## src/rtl/rpr_pkg.sv

```systemverilog
package rpr_pkg;

  typedef enum logic [1:0] {
    ST_IDLE,
    ST_ACC,
    ST_RSP,
    ST_TURN
  } rpr_state_e;

  // log2 of items per page in word mode; byte mode adds one bit below
  localparam int unsigned WORD_PAGE_LOG = 3;

  function automatic int unsigned wait_first(int unsigned t_rand, int unsigned t_oe);
    return (t_rand > t_oe) ? t_rand : t_oe;
  endfunction

  function automatic int unsigned max3(int unsigned a, int unsigned b, int unsigned c);
    int unsigned m;
    m = (a > b) ? a : b;
    return (m > c) ? m : c;
  endfunction

endpackage

```

## src/rtl/rpr_timer.sv

```systemverilog
module rpr_timer #(
  parameter int unsigned CW = 4
) (
  input  logic          clk,
  input  logic          rst_n,
  input  logic          load,
  input  logic [CW-1:0] load_val,
  output logic          expire
);

  logic [CW-1:0] cnt;

  always_ff @(posedge clk) begin
    if (!rst_n)          cnt <= '0;
    else if (load)       cnt <= load_val;
    else if (cnt != '0)  cnt <= cnt - 1'b1;
  end

  assign expire = (cnt == CW'(1));

  // a running wait steps down by one each cycle until reloaded
  a_r2_count_down: assert property (@(posedge clk) disable iff (!rst_n)
    (cnt != '0 && !load) |=> (cnt == $past(cnt) - 1'b1));

endmodule

```

## src/rtl/rpr_addr_map.sv

```systemverilog
module rpr_addr_map #(
  parameter int unsigned AW = 20
) (
  input  logic [AW:0]   item,
  input  logic          word,
  output logic [AW-1:0] rom_addr,
  output logic          q15_out,
  output logic          q15_oe,
  output logic [AW:0]   next_item,
  output logic          next_same_page
);

  localparam int unsigned WL = rpr_pkg::WORD_PAGE_LOG;

  always_comb begin
    if (word) begin
      rom_addr       = item[AW-1:0];
      q15_out        = 1'b0;
      next_item      = {1'b0, item[AW-1:0] + 1'b1};
      next_same_page = (next_item[AW-1:WL] == item[AW-1:WL]);
    end else begin
      rom_addr       = item[AW:1];
      q15_out        = item[0];
      next_item      = item + 1'b1;
      next_same_page = (next_item[AW:WL+1] == item[AW:WL+1]);
    end
    q15_oe = !word;
  end

endmodule

```

## src/rtl/rpr_rsp_reg.sv

```systemverilog
module rpr_rsp_reg #(
  parameter int unsigned DW = 16
) (
  input  logic          clk,
  input  logic          rst_n,
  input  logic          capture,
  input  logic          word,
  input  logic [DW-1:0] q,
  input  logic          last_in,
  input  logic          rsp_ready,
  output logic          rsp_valid,
  output logic [DW-1:0] rsp_data,
  output logic          rsp_last,
  output logic          hs
);

  localparam int unsigned BW = DW / 2;

  assign hs = rsp_valid && rsp_ready;

  always_ff @(posedge clk) begin
    if (!rst_n) begin
      rsp_valid <= 1'b0;
      rsp_data  <= '0;
      rsp_last  <= 1'b0;
    end else if (capture) begin
      rsp_valid <= 1'b1;
      rsp_data  <= word ? q : {{(DW-BW){1'b0}}, q[BW-1:0]};
      rsp_last  <= last_in;
    end else if (hs) begin
      rsp_valid <= 1'b0;
    end
  end

  // a stalled response keeps its contents
  a_r8_hold: assert property (@(posedge clk) disable iff (!rst_n)
    (rsp_valid && !rsp_ready) |=> (rsp_valid && $stable(rsp_data) && $stable(rsp_last)));

endmodule

```

## src/rtl/rom_page_reader.sv

```systemverilog
module rom_page_reader #(
  parameter int unsigned AW     = 20,
  parameter int unsigned DW     = 16,
  parameter int unsigned LENW   = 5,
  parameter int unsigned T_RAND = 13,
  parameter int unsigned T_PAGE = 4,
  parameter int unsigned T_OE   = 4,
  parameter int unsigned T_TURN = 3
) (
  input  logic            clk,
  input  logic            rst_n,
  input  logic            cfg_word,
  input  logic            req_valid,
  output logic            req_ready,
  input  logic [AW:0]     req_addr,
  input  logic [LENW-1:0] req_len,
  output logic            rsp_valid,
  input  logic            rsp_ready,
  output logic [DW-1:0]   rsp_data,
  output logic            rsp_last,
  output logic            rom_ce_n,
  output logic            rom_oe_n,
  output logic            rom_word,
  output logic [AW-1:0]   rom_addr,
  input  logic [DW-1:0]   rom_q_in,
  output logic            rom_q15_out,
  output logic            rom_q15_oe
);

  import rpr_pkg::*;

  localparam int unsigned T_FIRST = wait_first(T_RAND, T_OE);
  localparam int unsigned T_MAX   = max3(T_FIRST, T_PAGE, T_TURN);
  localparam int unsigned CW      = $clog2(T_MAX + 1);
  localparam int unsigned OCW     = $clog2(T_TURN + 1);

  rpr_state_e      st;
  logic [AW:0]     item;
  logic [LENW-1:0] remain;
  logic [AW:0]     next_item;
  logic            same_page;
  logic            expire;
  logic            hs;

  // named internal events
  logic            accept, capture, step, more, pg_step, tmr_load;
  logic [CW-1:0]   tmr_val;

  assign accept   = (st == ST_IDLE) && req_valid;
  assign capture  = (st == ST_ACC) && expire;
  assign step     = (st == ST_RSP) && hs;
  assign more     = (remain != '0);
  assign pg_step  = step && more && same_page;
  assign tmr_load = accept || step;

  always_comb begin
    if (accept)         tmr_val = CW'(T_FIRST);
    else if (!more)     tmr_val = CW'(T_TURN);
    else if (same_page) tmr_val = CW'(T_PAGE);
    else                tmr_val = CW'(T_FIRST);
  end

  assign req_ready = (st == ST_IDLE);
  assign rom_word  = cfg_word;

  rpr_timer #(.CW(CW)) u_timer (
    .clk      (clk),
    .rst_n    (rst_n),
    .load     (tmr_load),
    .load_val (tmr_val),
    .expire   (expire)
  );

  rpr_addr_map #(.AW(AW)) u_map (
    .item           (item),
    .word           (cfg_word),
    .rom_addr       (rom_addr),
    .q15_out        (rom_q15_out),
    .q15_oe         (rom_q15_oe),
    .next_item      (next_item),
    .next_same_page (same_page)
  );

  rpr_rsp_reg #(.DW(DW)) u_rsp (
    .clk       (clk),
    .rst_n     (rst_n),
    .capture   (capture),
    .word      (cfg_word),
    .q         (rom_q_in),
    .last_in   (!more),
    .rsp_ready (rsp_ready),
    .rsp_valid (rsp_valid),
    .rsp_data  (rsp_data),
    .rsp_last  (rsp_last),
    .hs        (hs)
  );

  always_ff @(posedge clk) begin
    if (!rst_n) begin
      st       <= ST_IDLE;
      item     <= '0;
      remain   <= '0;
      rom_ce_n <= 1'b1;
      rom_oe_n <= 1'b1;
    end else begin
      unique case (st)
        ST_IDLE: if (accept) begin
          item     <= cfg_word ? {1'b0, req_addr[AW-1:0]} : req_addr;
          remain   <= req_len;
          rom_ce_n <= 1'b0;
          rom_oe_n <= 1'b0;
          st       <= ST_ACC;
        end
        ST_ACC: if (capture) st <= ST_RSP;
        ST_RSP: if (step) begin
          if (more) begin
            item   <= next_item;
            remain <= remain - 1'b1;
            st     <= ST_ACC;
          end else begin
            rom_ce_n <= 1'b1;
            rom_oe_n <= 1'b1;
            st       <= ST_TURN;
          end
        end
        ST_TURN: if (expire) st <= ST_IDLE;
        default: st <= ST_IDLE;
      endcase
    end
  end

  // cycles spent with chip enable released, saturating at T_TURN
  logic [OCW-1:0] off_cnt;
  always_ff @(posedge clk) begin
    if (!rst_n)                      off_cnt <= OCW'(T_TURN);
    else if (!rom_ce_n)              off_cnt <= '0;
    else if (off_cnt != OCW'(T_TURN)) off_cnt <= off_cnt + 1'b1;
  end

  // an in-page step keeps chip enable low and the upper address fixed
  a_r3_page_hold: assert property (@(posedge clk) disable iff (!rst_n)
    pg_step |=> (!rom_ce_n && rom_addr[AW-1:WORD_PAGE_LOG] == $past(rom_addr[AW-1:WORD_PAGE_LOG])));

  // no request is taken before the float turnaround has elapsed
  a_r9_turnaround: assert property (@(posedge clk) disable iff (!rst_n)
    req_ready |-> (off_cnt == OCW'(T_TURN)));

  // idle means both enables released
  a_r9_idle_off: assert property (@(posedge clk) disable iff (!rst_n)
    req_ready |-> (rom_ce_n && rom_oe_n));

  // in byte mode with the chip selected the top data pin is driven
  a_r6_q15_drive: assert property (@(posedge clk) disable iff (!rst_n)
    (!rom_ce_n && !rom_word) |-> rom_q15_oe);

  // the last flag accompanies only the final beat
  a_r7_last_final: assert property (@(posedge clk) disable iff (!rst_n)
    (rsp_valid && rsp_last) |-> (remain == '0));

endmodule

```

## config.mk

```make
export PLATFORM = sky130hd
export DESIGN_NAME = rom_page_reader
export DESIGN_NICKNAME = d
export VERILOG_FILES = /design/src/rtl/rpr_pkg.sv /design/src/rtl/rpr_timer.sv /design/src/rtl/rpr_addr_map.sv /design/src/rtl/rpr_rsp_reg.sv /design/src/rtl/rom_page_reader.sv
export SDC_FILE = /design/constraint.sdc
export NUM_CORES = 1
export LEC_CHECK = 0
export ABC_CLOCK_PERIOD_IN_PS = 3100
export BUFFER_PORTS_ARGS = -buffer_cell sky130_fd_sc_hd__buf_2
export CORE_MARGIN = 3
export CORE_UTILIZATION = 35
export CTS_CLUSTER_SIZE = 8
export DETAILED_ROUTE_END_ITERATION = 16
export HOLD_SLACK_MARGIN = 0.1
export PLACE_DENSITY_LB_ADDON = 0.1
export SETUP_SLACK_MARGIN = 0.3
export SLEW_MARGIN = 20
export SYNTH_ARGS = -nofsm -noshare
export SYNTH_HDL_FRONTEND = slang
export SYNTH_SLANG_ARGS = --single-unit
export TNS_END_PERCENT = 100
```

## constraint.sdc

```tcl
create_clock -name clk -period 3.1 [get_ports clk]
set_input_delay 0.775 -clock clk [delete_from_list [all_inputs] [get_ports clk]]
set_output_delay 0.775 -clock clk [all_outputs]
set_load 0.02 [all_outputs]
```

## Word level (Yosys, flattened, before mapping)

Index checks and enable logic that the tools add are counted.

- Bits of input ports: 47
- Output and inout bits: 44
- Flip-flop bits (word level): 51

- Eq/ne operators: 12
- $add $sub $neg: 4
- Reduce and logical (&&, ||, !) cells: 16
- Muxes and demuxes: 31

Operator list:

| kind | count |
|---|---|
| 21-bit two-way mux | 5 |
| 21-bit case mux with 2 select lines | 1 |
| 17-bit == test | 2 |
| 21-bit by 1-bit adder with 21-bit output, second input constant | 1 |
| 20-bit by 1-bit adder with 20-bit output, second input constant | 1 |
| 20-bit two-way mux | 1 |
| 4-bit two-way mux | 5 |
| 16-bit two-way mux | 1 |
| 5-bit two-way mux | 3 |
| 4-bit AND reduction | 3 |
| 2-bit two-way mux | 5 |
| 2-bit != test, second input constant | 5 |
| 5-bit case mux with 2 select lines | 1 |
| 2-bit case mux with 4 select lines | 1 |
| 1-bit two-way mux | 7 |
| 2-bit nonzero test | 3 |
| 5-bit nonzero test | 1 |
| 5-bit by 1-bit subtractor with 5-bit output, second input constant | 1 |
| 2-bit == test, second input constant | 2 |
| 4-bit by 1-bit == test with 1-bit output, second input constant | 1 |
| 1-bit logical AND | 4 |
| 4-bit nonzero test | 1 |
| 4-bit by 1-bit subtractor with 4-bit output, second input constant | 1 |
| 2-bit by 1-bit == test with 1-bit output, second input constant | 1 |
| other kinds (5) | 6 |

## Depth between registers and ports, before layout

Gate-level depths: netlist of the first run.

- Word-level depth: 7
- Gate-level depth with buffers: 8
- Mapped depth without buffers: 6

## Cells and area by module

From an unflattened synthesis of the first run, not the netlist that was laid out.

- Cell total of the unflattened synthesis: 362
- Area, all modules: 3114.2 µm²

Modules (own cells, without submodules):

| module | cells each | area each (µm²) | seq. area each (µm²) | times used |
|---|---|---|---|---|
| rom_page_reader | 182 | 1445.1 | 580.6 | 1 |
| rpr_rsp_reg | 69 | 723.2 | 360.3 | 1 |
| rpr_addr_map | 84 | 694.4 | 0.0 | 1 |
| rpr_timer | 27 | 251.5 | 80.1 | 1 |

## Worst setup path after synthesis of the first run

No wires, ideal clock.

- Kind: input-to-output
- Start: input cfg_word
- End: output rom_addr[0]
- Cell stages on the path: 2
- Required time: 2.325 ns
- Path buffers: 1
- Slack: 0.799 ns
- Arrival: 1.526 ns
- Cell sequence: buf_1 > mux2_2

- Word-level cells in the longest chain between the ends: 1

RTL lines:

| element | line | source |
|---|---|---|
| start: declaration | rom_page_reader.sv:12 | `input logic cfg_word,` |
| 20-bit two-way mux | rpr_addr_map.sv:16 | `if (word) begin` |
| end: declaration | rom_page_reader.sv:24 | `output logic [AW-1:0] rom_addr,` |

Every way passes these cells.

## Final worst setup path of the first run

Ends and elaborated chain as after synthesis.

==> results of run 1 <==
## tightest hold or removal path: stages (launching register included)
cell	delay, ns
sky130_fd_sc_hd__dfxtp_1	0.32
sky130_fd_sc_hd__nand2_1	0.05
sky130_fd_sc_hd__a21oi_1	0.05
## path summary, 6_finish.rpt
kind | slack (ns) | to | cells past startpoint | startpoint
worst min-delay path | 0.46 | u_rsp.rsp_data[8] | 2 | u_rsp.rsp_data[8]
worst max register to register | 0.93 | item[15] | 4 | item[4]
worst min register to register | 0.46 | u_rsp.rsp_data[8] | 2 | u_rsp.rsp_data[8]
worst max-delay path | 0.55 | rom_addr[0] | 3 | cfg_word
## cell usage in the layout, fill, tap and decap left out, types with 4 or more instances in the layout
cell	synthesis	routed
sky130_fd_sc_hd__buf_4	2	7
sky130_fd_sc_hd__mux2_2	20	20
sky130_fd_sc_hd__a31oi_1	4	4
sky130_fd_sc_hd__dfxtp_1	51	51
sky130_fd_sc_hd__ha_1	5	5
sky130_fd_sc_hd__nor2b_1	4	4
sky130_fd_sc_hd__buf_2	10	90
sky130_fd_sc_hd__nand2_1	46	46
sky130_fd_sc_hd__and4_1	4	4
sky130_fd_sc_hd__nor3_1	13	13
sky130_fd_sc_hd__and3_1	5	5
sky130_fd_sc_hd__a211oi_1	12	12
sky130_fd_sc_hd__a21oi_1	42	42
sky130_fd_sc_hd__a31o_2	4	4
sky130_fd_sc_hd__inv_1	9	9
sky130_fd_sc_hd__o21ai_0	28	28
sky130_fd_sc_hd__and2_1	8	8
sky130_fd_sc_hd__nand4_1	9	9
sky130_fd_sc_hd__nor2_1	24	24
sky130_fd_sc_hd__nor4_1	5	5
sky130_fd_sc_hd__nand3_1	18	18
sky130_fd_sc_hd__a311o_1	4	4
sky130_fd_sc_hd__clkbuf_8	0	5
## flip-flops by register name, indices dropped and copies added, names as in the netlist
name / flops
item: 21
remain: 5
u_timer.cnt: 4
u_rsp.rsp_valid: 1
st: 2
u_rsp.rsp_last: 1
rom_oe_n: 1
u_rsp.rsp_data: 16
## kinds of logic (layout without fill, tap and decap cells)
| logic type | Yosys count | in the layout | synth area share, % |
|---|---|---|---|
| buf+inv | 45 | 115 | 6.69 |
| fa+ha+maj | 5 | 5 | 2.05 |
| compound gates | 119 | 119 | 24.8 |
| simple gates | 148 | 148 | 24.5 |
| xor+xnor | 4 | 4 | 1.15 |
| mux | 20 | 20 | 7.39 |
| flops | 51 | 51 | 33.5 |
## power by group through the flow
stage          clock network [uW]  registers [uW]  logic, uW
4_1_cts                       433             831        579
6_report                      412             832        572
2_1_floorplan                   0             814        444
3_3_place_gp                    0             846        564
3_5_place_dp                    0             845        574
5_1_grt                       457             849        646
## layout make-up
class | count | share of cell area (%)
multi-input cells | 296 | 50.5
clock inverters | 3 | 0.728
clock buffers | 5 | 1.91
repair buffers | 97 | 13.9
well taps | 105 | 3.64
inverters | 10 | 1.04
flip-flops and latches | 51 | 28.3
## per-layer routing
layer | routed length (um) | global-route usage [%] | vias up
li1 | - | - | 1568
met1 | 4180 | 25.8 | 1450
met2 | 4100 | 30.1 | 100
met3 | 593 | 2.88 | 5
met4 | 70 | 3.57 | 0
met5 | 0 | 0 | -
## Yosys cell counts, types with 2 or more instances
cell / count / share of area (%)
sky130_fd_sc_hd__a211oi_1: 12 / 3.0
sky130_fd_sc_hd__a21o_1: 2 / 0.49
sky130_fd_sc_hd__a21oi_1: 42 / 6.9
sky130_fd_sc_hd__a221oi_1: 3 / 0.86
sky130_fd_sc_hd__a22oi_1: 2 / 0.49
sky130_fd_sc_hd__a311o_1: 4 / 1.3
sky130_fd_sc_hd__a311oi_1: 3 / 0.86
sky130_fd_sc_hd__a31o_2: 4 / 1.1
sky130_fd_sc_hd__a31oi_1: 4 / 0.82
sky130_fd_sc_hd__and2_1: 8 / 1.6
sky130_fd_sc_hd__and3_1: 5 / 1.0
sky130_fd_sc_hd__and4_1: 4 / 1.1
sky130_fd_sc_hd__buf_1: 2 / 0.25
sky130_fd_sc_hd__buf_2: 10 / 1.6
sky130_fd_sc_hd__buf_4: 2 / 0.49
sky130_fd_sc_hd__buf_6: 2 / 0.74
sky130_fd_sc_hd__clkbuf_1: 19 / 2.3
sky130_fd_sc_hd__dfxtp_1: 51 / 33
sky130_fd_sc_hd__ha_1: 5 / 2.1
sky130_fd_sc_hd__inv_1: 9 / 1.1
sky130_fd_sc_hd__mux2_2: 20 / 7.4
sky130_fd_sc_hd__nand2_1: 46 / 5.7
sky130_fd_sc_hd__nand2b_1: 3 / 0.62
sky130_fd_sc_hd__nand3_1: 18 / 3.0
sky130_fd_sc_hd__nand4_1: 9 / 1.8
sky130_fd_sc_hd__nor2_1: 24 / 3.0
sky130_fd_sc_hd__nor2b_1: 4 / 0.82
sky130_fd_sc_hd__nor3_1: 13 / 2.1
sky130_fd_sc_hd__nor3b_1: 2 / 0.49
sky130_fd_sc_hd__nor4_1: 5 / 1.0
sky130_fd_sc_hd__o21a_1: 2 / 0.49
sky130_fd_sc_hd__o21ai_0: 28 / 4.6
sky130_fd_sc_hd__xnor2_1: 2 / 0.57
sky130_fd_sc_hd__xor2_1: 2 / 0.57
## per-stage QoR
| stage | cells | utilization [%] | setup WS (ns) | hold WS (ns) | cell area [um^2] |
|---|---|---|---|---|---|
| 2_1_floorplan | 392 | - | 0.799 | 0.458 | 3050 |
| 3_3_place_gp | 559 | 42.2 | 0.574 | 0.439 | 3520 |
| 3_5_place_dp | 559 | 42.2 | 0.526 | 0.446 | 3520 |
| 4_1_cts | 567 | 43.3 | 0.530 | 0.461 | 3610 |
| 5_1_grt | 567 | 43.3 | 0.482 | 0.476 | 3610 |
| 6_report | 567 | 43.3 | 0.549 | 0.456 | 3610 |
==> results, run 1 <==
- The vias after detailed routing is ~3,100.
- The number of pins with negative max-slew slack in the final report came to 0.
- The pre-antenna-repair detailed-routing pass consisted of 4 iterations.
- In this run the static leakage power is 0.00148 uW.
- The initial antenna violation count came to 0.
- The nature of the critical path endpoint is an output port.
- Synthesis produced 392 cells.
- The initial utilization of the core area, before any placement, comes to 36.5%.
- The run finished with clean final reports.
- In this run, CTS created clock tree buffers numbering 5.
- On the critical path, the stage with the largest delay is an instance of sky130_fd_sc_hd__buf_2.
- Post-CTS repair changed the size of 0 cells.
- During I/O placement, the number of pins put on the boundary was 91.
- STA classifies the critical path startpoint as a primary input.
- The unique cell type count in the Yosys netlist is between 50 and 60.
- The number of fill cells is 863.
- The total overflow reported by the global router is 0.
- The total wire length is 8.94 mm.
- Timing would allow up to 392 MHz.
- The internal power of the cells totals ~1100 uW.
- The worst setup skew after layout is 0.00277 ns.
- The clock network is responsible for 22.7% of the overall power.
- The number of setup buffers added after CTS is 0.
- Sequential cells burn 45.8% of the power.
- The total die area is slightly below 10,000 um^2.
- Summing every instance area after synthesis gives 3050 um^2.
- The cell family contributing the most delay on the critical path is buffers and inverters.
- After synthesis, the share of flip-flops with an asynchronous set or reset is 0%.
- The die is approximately 100 um tall.
- In this run the power spent charging and discharging nets is just under 700 uW.
- The classification of the worst-slack hold path is flip-flop to flip-flop.
- For the finished layout, the period the worst path requires is 2.55 ns.
- The critical path goes through buf_2 > mux2_2 > buf_2.
- The number of port buffers is 90.
- At the end of the flow, the number of nets in the layout was between 500 and 600.
- Setup repair after global routing left no endpoint under its margin.
- In this run the number of H-tree levels came out at 2.
- The worst slew slack as a fraction of its limit is between 40 and 50%.
- The number of violations reported at the end of detailed-routing iteration 0 is 168.
- The area growth from synthesis to layout is 18.5%.
- Summing all multi-input logic gate instances after layout gives approximately 1800 um^2.
- The category of the critical setup timing path is primary input to output port.
- The total clock sinks is around 50.
- The post-CTS clock slew at the launch and capture registers of the worst setup and hold paths is 0.10 ns.
- In this run the mean area of a mapped cell was about 8 um^2.
- The repair_antennas step left the layout with diodes totalling 0.
- In this run switching power makes up about 37% of total power.
- The core box area is around 8300 um^2.
- The hold violation total from the final report is 0.
- The CTS tree is built.
- The count of buffering cells on the critical path with inverters included is 2.
- After routing, the total negative slack on setup checks comes to 0 ns.
- The maximum fanout encountered on the critical timing path is 25.
- The part of the cycle the worst path needs is 82.3%.
- The cell area power density is 503 nW/um^2.
- The via count of the first global-routing pass is 2,999.
- Data on the critical path is required at its endpoint by 2.32 ns.
- The register bit count reported by yosys is 51.
- Among all flip-flop cells after synthesis, the most frequent one is sky130_fd_sc_hd__dfxtp_1.
- During synthesis, Yosys emitted a total of 0 warnings.
- STA puts the critical path data arrival time at 1.78 ns.
- The routability-driven placement congestion ratio is 0.831.
- The DRC violations left is 0.
- The tree is rooted in a sky130_fd_sc_hd__clkbuf_8.
- The detailed-placement wirelength estimate is 6.39 mm.
- From left edge to right edge, the die measures 99.3 um.
- The sequential cell area in the final layout is 1020 um^2.
- The average vias per placed instance is 5.51.
- Buffers inserted to repair hold after CTS numbered 0.
- At the pin with the least slew margin, the transition time is 0.830 ns.
- The synthesized design contains 0 enable-type register cells.
- The clock network latency to the later pin of the worst-skew pair is ~0.31 ns.
- The power after layout is 1820 uW.
- The portion of total power attributed to combinational logic is a little under a third.
- In this run the core area contains 33 standard-cell rows.
- The maximum ir drop on the vdd rail is 208 uV.
- The final routed wire length divided by cell count is 15.8 um.
- Entering global routing, the biggest net connects 30 pins.
- The total routing resource utilization after global routing is 18.4%.
- The net count of the mapped netlist is roughly 440.
- Summing the sequential cell areas from Yosys gives 33.5% of the chip area.
- The global-route wire length before repair is 15.1 mm.
- The most used cell along the critical path is sky130_fd_sc_hd__buf_2.
- The longest clock path from root to sink contains 2 buffers.
- Cells with a size suffix above 1 make up 29.2% of the layout.
- The final antenna-violating net count is 0.
- Max-cap violations in this run came to 0.
- Setup violations remaining at the end of the flow were counted as 0.
- On the worst path, the slowest cell contributes a delay of roughly 0.44 ns.
(Power assumes the default switching activity.)
==> inputs of run 2 (changes only) <==
ABC_AREA = 1   (was not set)
ABC_CLOCK_PERIOD_IN_PS = 2600   (was 3100)
clock period = 2.6 ns   (was 3.1 ns; I/O delays follow)
==> results, run 2 <==
- The average vias per placed instance is 4.93 (was 5.51).
- The number of flops mapped to enable cells by yosys is 0 (unchanged).
- Status: completed (unchanged).
- The pin count of the biggest net entering global routing was 40 (was 30).
- The net count of the finished layout is 604 (was 513).
- The clock network latency to the later pin of the worst-skew pair was 0.31 ns (about the same).
- The placed instance area came to 3490 um^2 (was 3520 um^2).
- The number of post-CTS setup repair buffers came to 0 (unchanged).
- The fraction of final layout cells with drive strength greater than 1 is 21.2% (was 29.2%).
- The reported leakage power is 0.00165 uW (was 0.00148 uW).
- The cell area power density is 1080 nW/um^2 (was 503 nW/um^2).
- The detailed-router iteration count before antenna repair is 5 (was 4).
- Commonest cells post-synth: 104 x sky130_fd_sc_hd__nand2_1, 63 x sky130_fd_sc_hd__o21ai_0, 60 x sky130_fd_sc_hd__nor2_1 (was 51 x sky130_fd_sc_hd__dfxtp_1, 46 x sky130_fd_sc_hd__nand2_1, 42 x sky130_fd_sc_hd__a21oi_1).
- The reported net switching power is 1900 uW (was 679 uW).
- The total negative slack is 0 ns (unchanged).
- The classification of the worst-slack hold path is flip-flop to flip-flop (unchanged).
- The maximum fanout encountered on the critical timing path was 39 (was 25).
- The area growth from synthesis to layout is 20.5% (was 18.5%).
- The data arrival at the endpoint of the critical path is 1.47 ns (was 1.78 ns).
- The count of inserted antenna diode cells is 0 (unchanged).
- The level count of the clock H-tree is 2 (unchanged).
- The hold violation total from the final report is 0 (unchanged).
- The clock root buffer is sky130_fd_sc_hd__clkbuf_8 (unchanged).
- After layout, the worst path uses 81.7% of the clock period.
- The worst slack at placement was 0.471 ns (was 0.526 ns).
- The final design instance area without fill is 3600 um^2 (was 3610 um^2).
- The total die area is 9690 um^2 (was 9860 um^2).
- The fraction of power consumed by the clock network is 15.0% (was 22.7%).
- The nature of the critical path endpoint is an output port (unchanged).
- The worst setup skew after layout came to 0.00532 ns (was 0.00277 ns).
- The total routing resource utilization after global routing is 17.9% (was 18.4%).
- The CTS tree is built (unchanged).
- The internal power summed over all cells is 1990 uW (was 1140 uW).
- The portion of synthesized cell area occupied by the leading cell type came to 34.1% (was 33.5%).
- The final antenna-violating net count is 0 (unchanged).
- The number of hold buffers added after CTS is 0 (unchanged).
- The via count of the first global-routing pass is 3,058 (was 2,999).
- The post-CTS clock slew at the launch and capture registers of the worst setup and hold paths is 0.10 ns (about the same).
- The fraction of synthesis flops using an asynchronous set or reset pin was 0% (unchanged).
- The total clock sinks is 51 (unchanged).
- The most frequently used cell type in the post-synthesis netlist is sky130_fd_sc_hd__nand2_1 (was sky130_fd_sc_hd__dfxtp_1).
- The DRC violations left came to 0 (unchanged).
- The register bit count reported by yosys was 51 (unchanged).
- The number of flip-flops under the largest register name was 21 (unchanged).
- The detailed-placement wirelength estimate is 6.24 mm (was 6.39 mm).
- The largest area contributor in the netlist is sky130_fd_sc_hd__dfxtp_1 (unchanged).
- The unique cell type count in the Yosys netlist is 34 (was 55).
- The worst slew slack as a fraction of its limit is 33.9% (was 44.2%).
- The vias after detailed routing was 3,246 (was 3,123).
- The minimum period implied by the final worst setup slack is 2.12 ns.
- The net count of the mapped netlist is 525 (was 444).
- The routability-driven placement congestion ratio is 0.898 (was 0.831).
- The maximum ir drop on the vdd rail is 349 uV (was 208 uV).
- The cell area after technology mapping is 2990 um^2 (was 3050 um^2).
- The number of placement rows is 33 (unchanged).
- For this run, the top clock speed supported by timing is about 470 MHz.
- The transition time at the pin with the least slew margin is 0.991 ns (was 0.830 ns).
- The number of port buffers is 90 (unchanged).
- The dominant synthesized flop cell is sky130_fd_sc_hd__dfxtp_1 (unchanged).
- The quantity of gates resized following cts is 0 (unchanged).
- The final setup slack of the worst path is 0.477 ns (was 0.549 ns).
- Leading cell types in the layout, fill and taps excluded: 104 x sky130_fd_sc_hd__nand2_1, 90 x sky130_fd_sc_hd__buf_2, 63 x sky130_fd_sc_hd__o21ai_0 (was 90 x sky130_fd_sc_hd__buf_2, 51 x sky130_fd_sc_hd__dfxtp_1, 46 x sky130_fd_sc_hd__nand2_1).
- The number of pins with negative max-slew slack in the final report was 0 (unchanged).
- The total clock buffers created by CTS is 5 (unchanged).
- The height of the die is 98.5 um (was 99.3 um).
- The final setup violation count came to 0 (unchanged).
- The number of violations reported at the end of detailed-routing iteration 0 is 114 (was 168).
- The total overflow reported by the global router is 0 (unchanged).
- The register name with the most flops is item (unchanged).
- The number of fill cells is 941 (was 863).
- The instance count of the mapped netlist was 473 (was 392).
- The power share of the sequential group is 34.6% (was 45.8%).
- The share of the yosys chip area belonging to registers is 34.1% (was 33.5%).
- The core box area is 8260 um^2 (was 8340 um^2).
- The effective utilization at floorplan is 36.2% (was 36.5%).
- The switching power share of the total is 48.8% (was 37.4%).
- The count of synthesis-stage warnings from yosys came to 0 (unchanged).
- The category of the critical setup timing path is primary input to output port (unchanged).
- RSZ-0062 raised after global routing: false (unchanged).
- The total I/O pin count is 91 (unchanged).
- The die extent in x is 98.5 um (was 99.3 um).
- Leading cell types by total area after synthesis: sky130_fd_sc_hd__dfxtp_1 34%, sky130_fd_sc_hd__nand2_1 13%, sky130_fd_sc_hd__o21ai_0 11% (was sky130_fd_sc_hd__dfxtp_1 33%, sky130_fd_sc_hd__mux2_2 7.4%, sky130_fd_sc_hd__a21oi_1 6.9%).
- The total wire length was 8.49 mm (was 8.94 mm).
- The hold slack is 0.469 ns (was 0.456 ns).
- The global-route wire length before repair came to 14.5 mm (was 15.1 mm).
- The number of buffers between clock root and the deepest sink is 2 (unchanged).
- The initial antenna violation count is 0 (unchanged).
- Biggest regs: item: 21 flops, u_rsp.rsp_data: 16 flops, remain: 5 flops (unchanged).
- The kind of start point of the critical path is a primary input (unchanged).
- The final routed wire length divided by cell count is 12.9 um (was 15.8 um).
- The mean post-synth cell area is 6.32 um^2 (was 7.78 um^2).
- The data required time of the critical path is 1.95 ns (was 2.32 ns).
- The commonest non-fill, non-tap cell in the layout was sky130_fd_sc_hd__nand2_1 (was sky130_fd_sc_hd__buf_2).
- The portion of total power attributed to combinational logic was 50.4% (was 31.5%).
- The number of max-capacitance violations reported was 0 (unchanged).
==> run 2: layout make-up <==
type / instances / area [um^2] / share of cell area, %
Clock buffer: 5 / 68.8 / 1.91
Sequential cell: 51 / 1020 / 28.3
Timing Repair Buffer: 96 / 495 / 13.7
Multi-Input combinational cell: 347 / 1650 / 45.7
Tap cell: 105 / 131 / 3.64
Inverter: 51 / 194 / 5.38
Clock inverter: 3 / 47.5 / 1.32
==> run 2: power by group through the flow <==
stage | registers (uW) | logic, uW | clock network (uW)
4_1_cts | 1340 | 1990 | 606
2_1_floorplan | 1310 | 1530 | 0
6_report | 1350 | 1960 | 584
3_3_place_gp | 1360 | 1950 | 0
3_5_place_dp | 1360 | 1980 | 0
5_1_grt | 1390 | 2250 | 637
==> run 2: worst max-delay path, cell delays in order <==
cell	delay, ns
sky130_fd_sc_hd__buf_2	0.11
sky130_fd_sc_hd__buf_4	0.33
sky130_fd_sc_hd__nand2_1	0.08
sky130_fd_sc_hd__o21ai_0	0.09
sky130_fd_sc_hd__buf_2	0.19
==> run 2: through the flow <==
step,util [%],instances,power (uW)
floorplan,-,473,2840
global placement,42.2,650,3310
detailed placement,42.2,650,3340
CTS,43.7,658,3940
global route,43.7,658,4280
finish,43.7,658,3890
==> run 2: kinds of logic (layout without fill, tap and decap cells) <==
kind of cell,Yosys count,after routing,synth area share [%]
AND/OR/NAND/NOR,201,201,27.7
AO/OA/AOI/OAI,138,138,24.3
buffers and inverters,75,155,10.8
adder cells (fa/ha/maj),5,5,2.09
XOR/XNOR,3,3,0.878
flip-flops,51,51,34.1
==> run 2: path summary, 6_finish.rpt <==
check,startpoint,endpoint,slack [ns],cells past startpoint
min reg2reg,u_rsp.rsp_data[12],u_rsp.rsp_data[12],0.47,2
max,cfg_word,rom_addr[18],0.48,5
min,u_rsp.rsp_data[12],u_rsp.rsp_data[12],0.47,2
max reg2reg,remain[0],item[7],0.60,12
==> run 2: routing by layer <==
| metal | part of all wire, % | vias to the layer above | track usage (%) |
|---|---|---|---|
| li1 | - | 1699 | - |
| met1 | 49 | 1456 | 24.9 |
| met2 | 44 | 85 | 28.2 |
| met3 | 5.7 | 6 | 3.89 |
| met4 | 1.1 | 0 | 4.52 |
| met5 | 0 | - | 0 |
==> inputs of run 3 (changes only) <==
ABC_CLOCK_PERIOD_IN_PS = 1750   (was 2600)
clock period = 1.75 ns   (was 2.6 ns; I/O delays follow)
==> results, run 3 (same netlist as run 2, synthesis figures left out) <==
- Status: completed (unchanged).
- The number of port buffers is 90 (unchanged).
- The total overflow reported by the global router is 0 (unchanged).
- The level count of the clock H-tree is 2 (unchanged).
- The net count of the finished layout is 682 (was 604).
- The total clock buffers created by CTS is 5 (unchanged).
- The vias after detailed routing is 3,731 (was 3,246).
- The register name with the most flops is item (unchanged).
- The data required time of the critical path is 2.00 ns (was 1.95 ns).
- The initial antenna violation count was 0 (unchanged).
- The maximum fanout encountered on the critical timing path is 5 (was 39).
- The DRC violations left came to 0 (unchanged).
- The worst path needs 1.56 ns of the cycle, external delays included.
- The fraction of final layout cells with drive strength greater than 1 is 51.5% (was 21.2%).
- The effective utilization at floorplan is 36.2% (unchanged).
- The maximum cell stage delay along the critical path is 0.34 ns (was 0.33 ns).
- The total negative slack is 0 ns (unchanged).
- The worst slew slack as a fraction of its limit is 62.1% (was 33.9%).
- The total I/O pin count is 91 (unchanged).
- The hold violation total from the final report was 0 (unchanged).
- The kind of start point of the critical path is a flip-flop (was primary input).
- RSZ-0062 raised after global routing: true (was false).
- The category of the critical setup timing path is flip-flop to flip-flop (was primary input to output port).
- The nature of the critical path endpoint was a flip-flop (was output port).
- The clock root buffer is sky130_fd_sc_hd__clkbuf_8 (unchanged).
- The final non-filler cell total is 736 (was 658).
- The pin count of the biggest net entering global routing is 27 (was 40).
- The final setup violation count is 0 (unchanged).
- The transition time at the pin with the least slew margin is 0.568 ns (was 0.991 ns).
- The number of violations reported at the end of detailed-routing iteration 0 is 141 (was 114).
- The area growth from synthesis to layout came to 71.0% (was 20.5%).
- The largest delay contributor family on the critical path is simple AND/OR/NAND/NOR gates (was buffers and inverters).
- Leading cell types in the layout, fill and taps excluded: 88 x sky130_fd_sc_hd__nand2_1, 68 x sky130_fd_sc_hd__buf_2, 55 x sky130_fd_sc_hd__buf_4 (was 104 x sky130_fd_sc_hd__nand2_1, 90 x sky130_fd_sc_hd__buf_2, 63 x sky130_fd_sc_hd__o21ai_0).
- The via count of the first global-routing pass is 3,524 (was 3,058).
- The total die area came to 9690 um^2 (unchanged).
- The final routed wire length divided by cell count was 15.2 um (was 12.9 um).
- Timing would allow up to 642 MHz.
- The number of hold buffers added after CTS is 0 (unchanged).
- The global-route wire length before repair is 17.5 mm (was 14.5 mm).
- The number of flip-flops under the largest register name is 21 (unchanged).
- The number of placement rows is 33 (unchanged).
- The routability-driven placement congestion ratio is 0.890 (was 0.898).
- The height of the die is 98.5 um (unchanged).
- The core box area is 8260 um^2 (unchanged).
- The final antenna-violating net count is 0 (unchanged).
- The commonest non-fill, non-tap cell in the layout was sky130_fd_sc_hd__nand2_1 (unchanged).
- Crit path cell chain: inv_2 > ha_4 > inv_2 > nor2_4 > nand2_4 > nor2_4 > nand2_4 > nand2_8 > buf_4 > o21ai_0 > a21oi_2 (was buf_2 > buf_4 > nand2_1 > o21ai_0 > buf_2).
- The detailed-router iteration count before antenna repair is 4 (was 5).
- The count of inserted antenna diode cells was 0 (unchanged).
- The die extent in x is 98.5 um (unchanged).
- The average vias per placed instance is 5.07 (was 4.93).
- The cell area power density is 1660 nW/um^2 (was 1080 nW/um^2).
- The detailed-placement wirelength estimate is 6.79 mm (was 6.24 mm).
- The count of buffering cells on the critical path with inverters included is 3 (unchanged).
- The CTS tree is built (unchanged).
- The total routing resource utilization after global routing came to 21.8% (was 17.9%).
- The instance count after placement with tap cells included is 668 (was 650).
- After layout, the worst path uses 89.1% of the clock period.
- The number of max-capacitance violations reported is 0 (unchanged).
- The maximum ir drop on the vdd rail came to 537 uV (was 349 uV).
- The worst setup skew after layout came to 0.0129 ns (was 0.00532 ns).
- The reported leakage power was 0.00227 uW (was 0.00165 uW).
- The classification of the worst-slack hold path is primary input to flip-flop (was flip-flop to flip-flop).
- The post-CTS clock slew at the launch and capture registers of the worst setup and hold paths is 0.12 ns (was 0.10 ns).
- The cell type of the slowest stage on the worst timing path is sky130_fd_sc_hd__dfxtp_2 (was sky130_fd_sc_hd__buf_4).
- The clock network latency to the later pin of the worst-skew pair is 0.32 ns (was 0.31 ns).
- The total wire length came to 11.2 mm (was 8.49 mm).
- The total clock sinks is 51 (unchanged).
- The number of buffers between clock root and the deepest sink is 2 (unchanged).
- The data arrival at the endpoint of the critical path is 1.81 ns (was 1.47 ns).
- Biggest regs: item: 21 flops, u_rsp.rsp_data: 16 flops, remain: 5 flops (unchanged).
- The number of pins with negative max-slew slack in the final report is 0 (unchanged).
[run 3: cell count changes in the layout (fill, tap and decap cells not counted), moves of 12 or more]
cell / previous run / this run
sky130_fd_sc_hd__o21ai_2: 0 / 17
sky130_fd_sc_hd__a21oi_1: 46 / 34
sky130_fd_sc_hd__inv_2: 1 / 19
sky130_fd_sc_hd__buf_6: 0 / 35
sky130_fd_sc_hd__dfxtp_4: 0 / 17
sky130_fd_sc_hd__buf_4: 6 / 55
sky130_fd_sc_hd__inv_1: 49 / 23
sky130_fd_sc_hd__o21ai_0: 63 / 24
sky130_fd_sc_hd__nand2_1: 104 / 88
sky130_fd_sc_hd__nor2_1: 60 / 44
sky130_fd_sc_hd__buf_2: 90 / 68
sky130_fd_sc_hd__dfxtp_1: 51 / 23
sky130_fd_sc_hd__o21ai_1: 13 / 30
[run 3: power breakdown]
group | leakage [uW] | internal, uW | switching (uW)
Sequential | 0.000433 | 1680 | 444
Combinational | 0.00179 | 2600 | 3000
Clock | 0.0000491 | 296 | 467
[run 3: timing repair]
item	CTS	global route
cloned	6	4
setup buffers	31	19
resized for setup	162	95
setup endpoints to repair	70	72
pin swaps	27	41
[run 3: layer usage]
metal  GRT usage, %  vias to the layer above  part of all wire (%)
met4           6.20                        0                   1.5
met3           2.90                       16                   5.0
met2           36.0                      107                    49
met1           30.0                     1735                    44
li1               -                     1873                     -
met5              0                        -                     0
[run 3: worst paths after layout]
path	from	slack (ns)	to	cells past startpoint
max	remain[0]	0.19	item[2]	11
max reg2reg	remain[0]	0.19	item[2]	11
min	rom_q_in[5]	0.33	u_rsp.rsp_data[5]	3
min reg2reg	u_rsp.rsp_data[14]	0.47	u_rsp.rsp_data[14]	2
[run 3: final cells by class]
type	count	area, um^2
Clock inverter	3	26.3
Inverter	51	239
Fill cell	736	3140
Sequential cell	51	1100
Multi-Input combinational cell	348	2100
Timing Repair inverter	2	11.3
Timing Repair Buffer	171	1440
Tap cell	105	131
Clock buffer	5	68.8
[run 3: worst reg2reg max path: cells and delay by family (launching register included)]
family	cells	cell delay, ns
AND/OR/NAND/NOR	5	0.55
adder cells (fa/ha/maj)	1	0.13
buffers and inverters	3	0.26
AO/OA/AOI/OAI	2	0.22
flip-flops	1	0.34
[run 3: stage by stage]
stage | setup slack, ns | instance area (um^2) | hold slack [ns] | power (uW) | utilization [%]
floorplan | 0.236 | 3110 | 0.457 | 4420 | -
global placement | 0.132 | 3760 | 0.449 | 5390 | 45.5
detailed placement | 0.111 | 3760 | 0.458 | 5420 | 45.5
CTS | 0.187 | 4600 | 0.332 | 7630 | 55.7
global route | 0.107 | 5110 | 0.341 | 9080 | 61.9
finish | 0.191 | 5110 | 0.326 | 8490 | 61.9
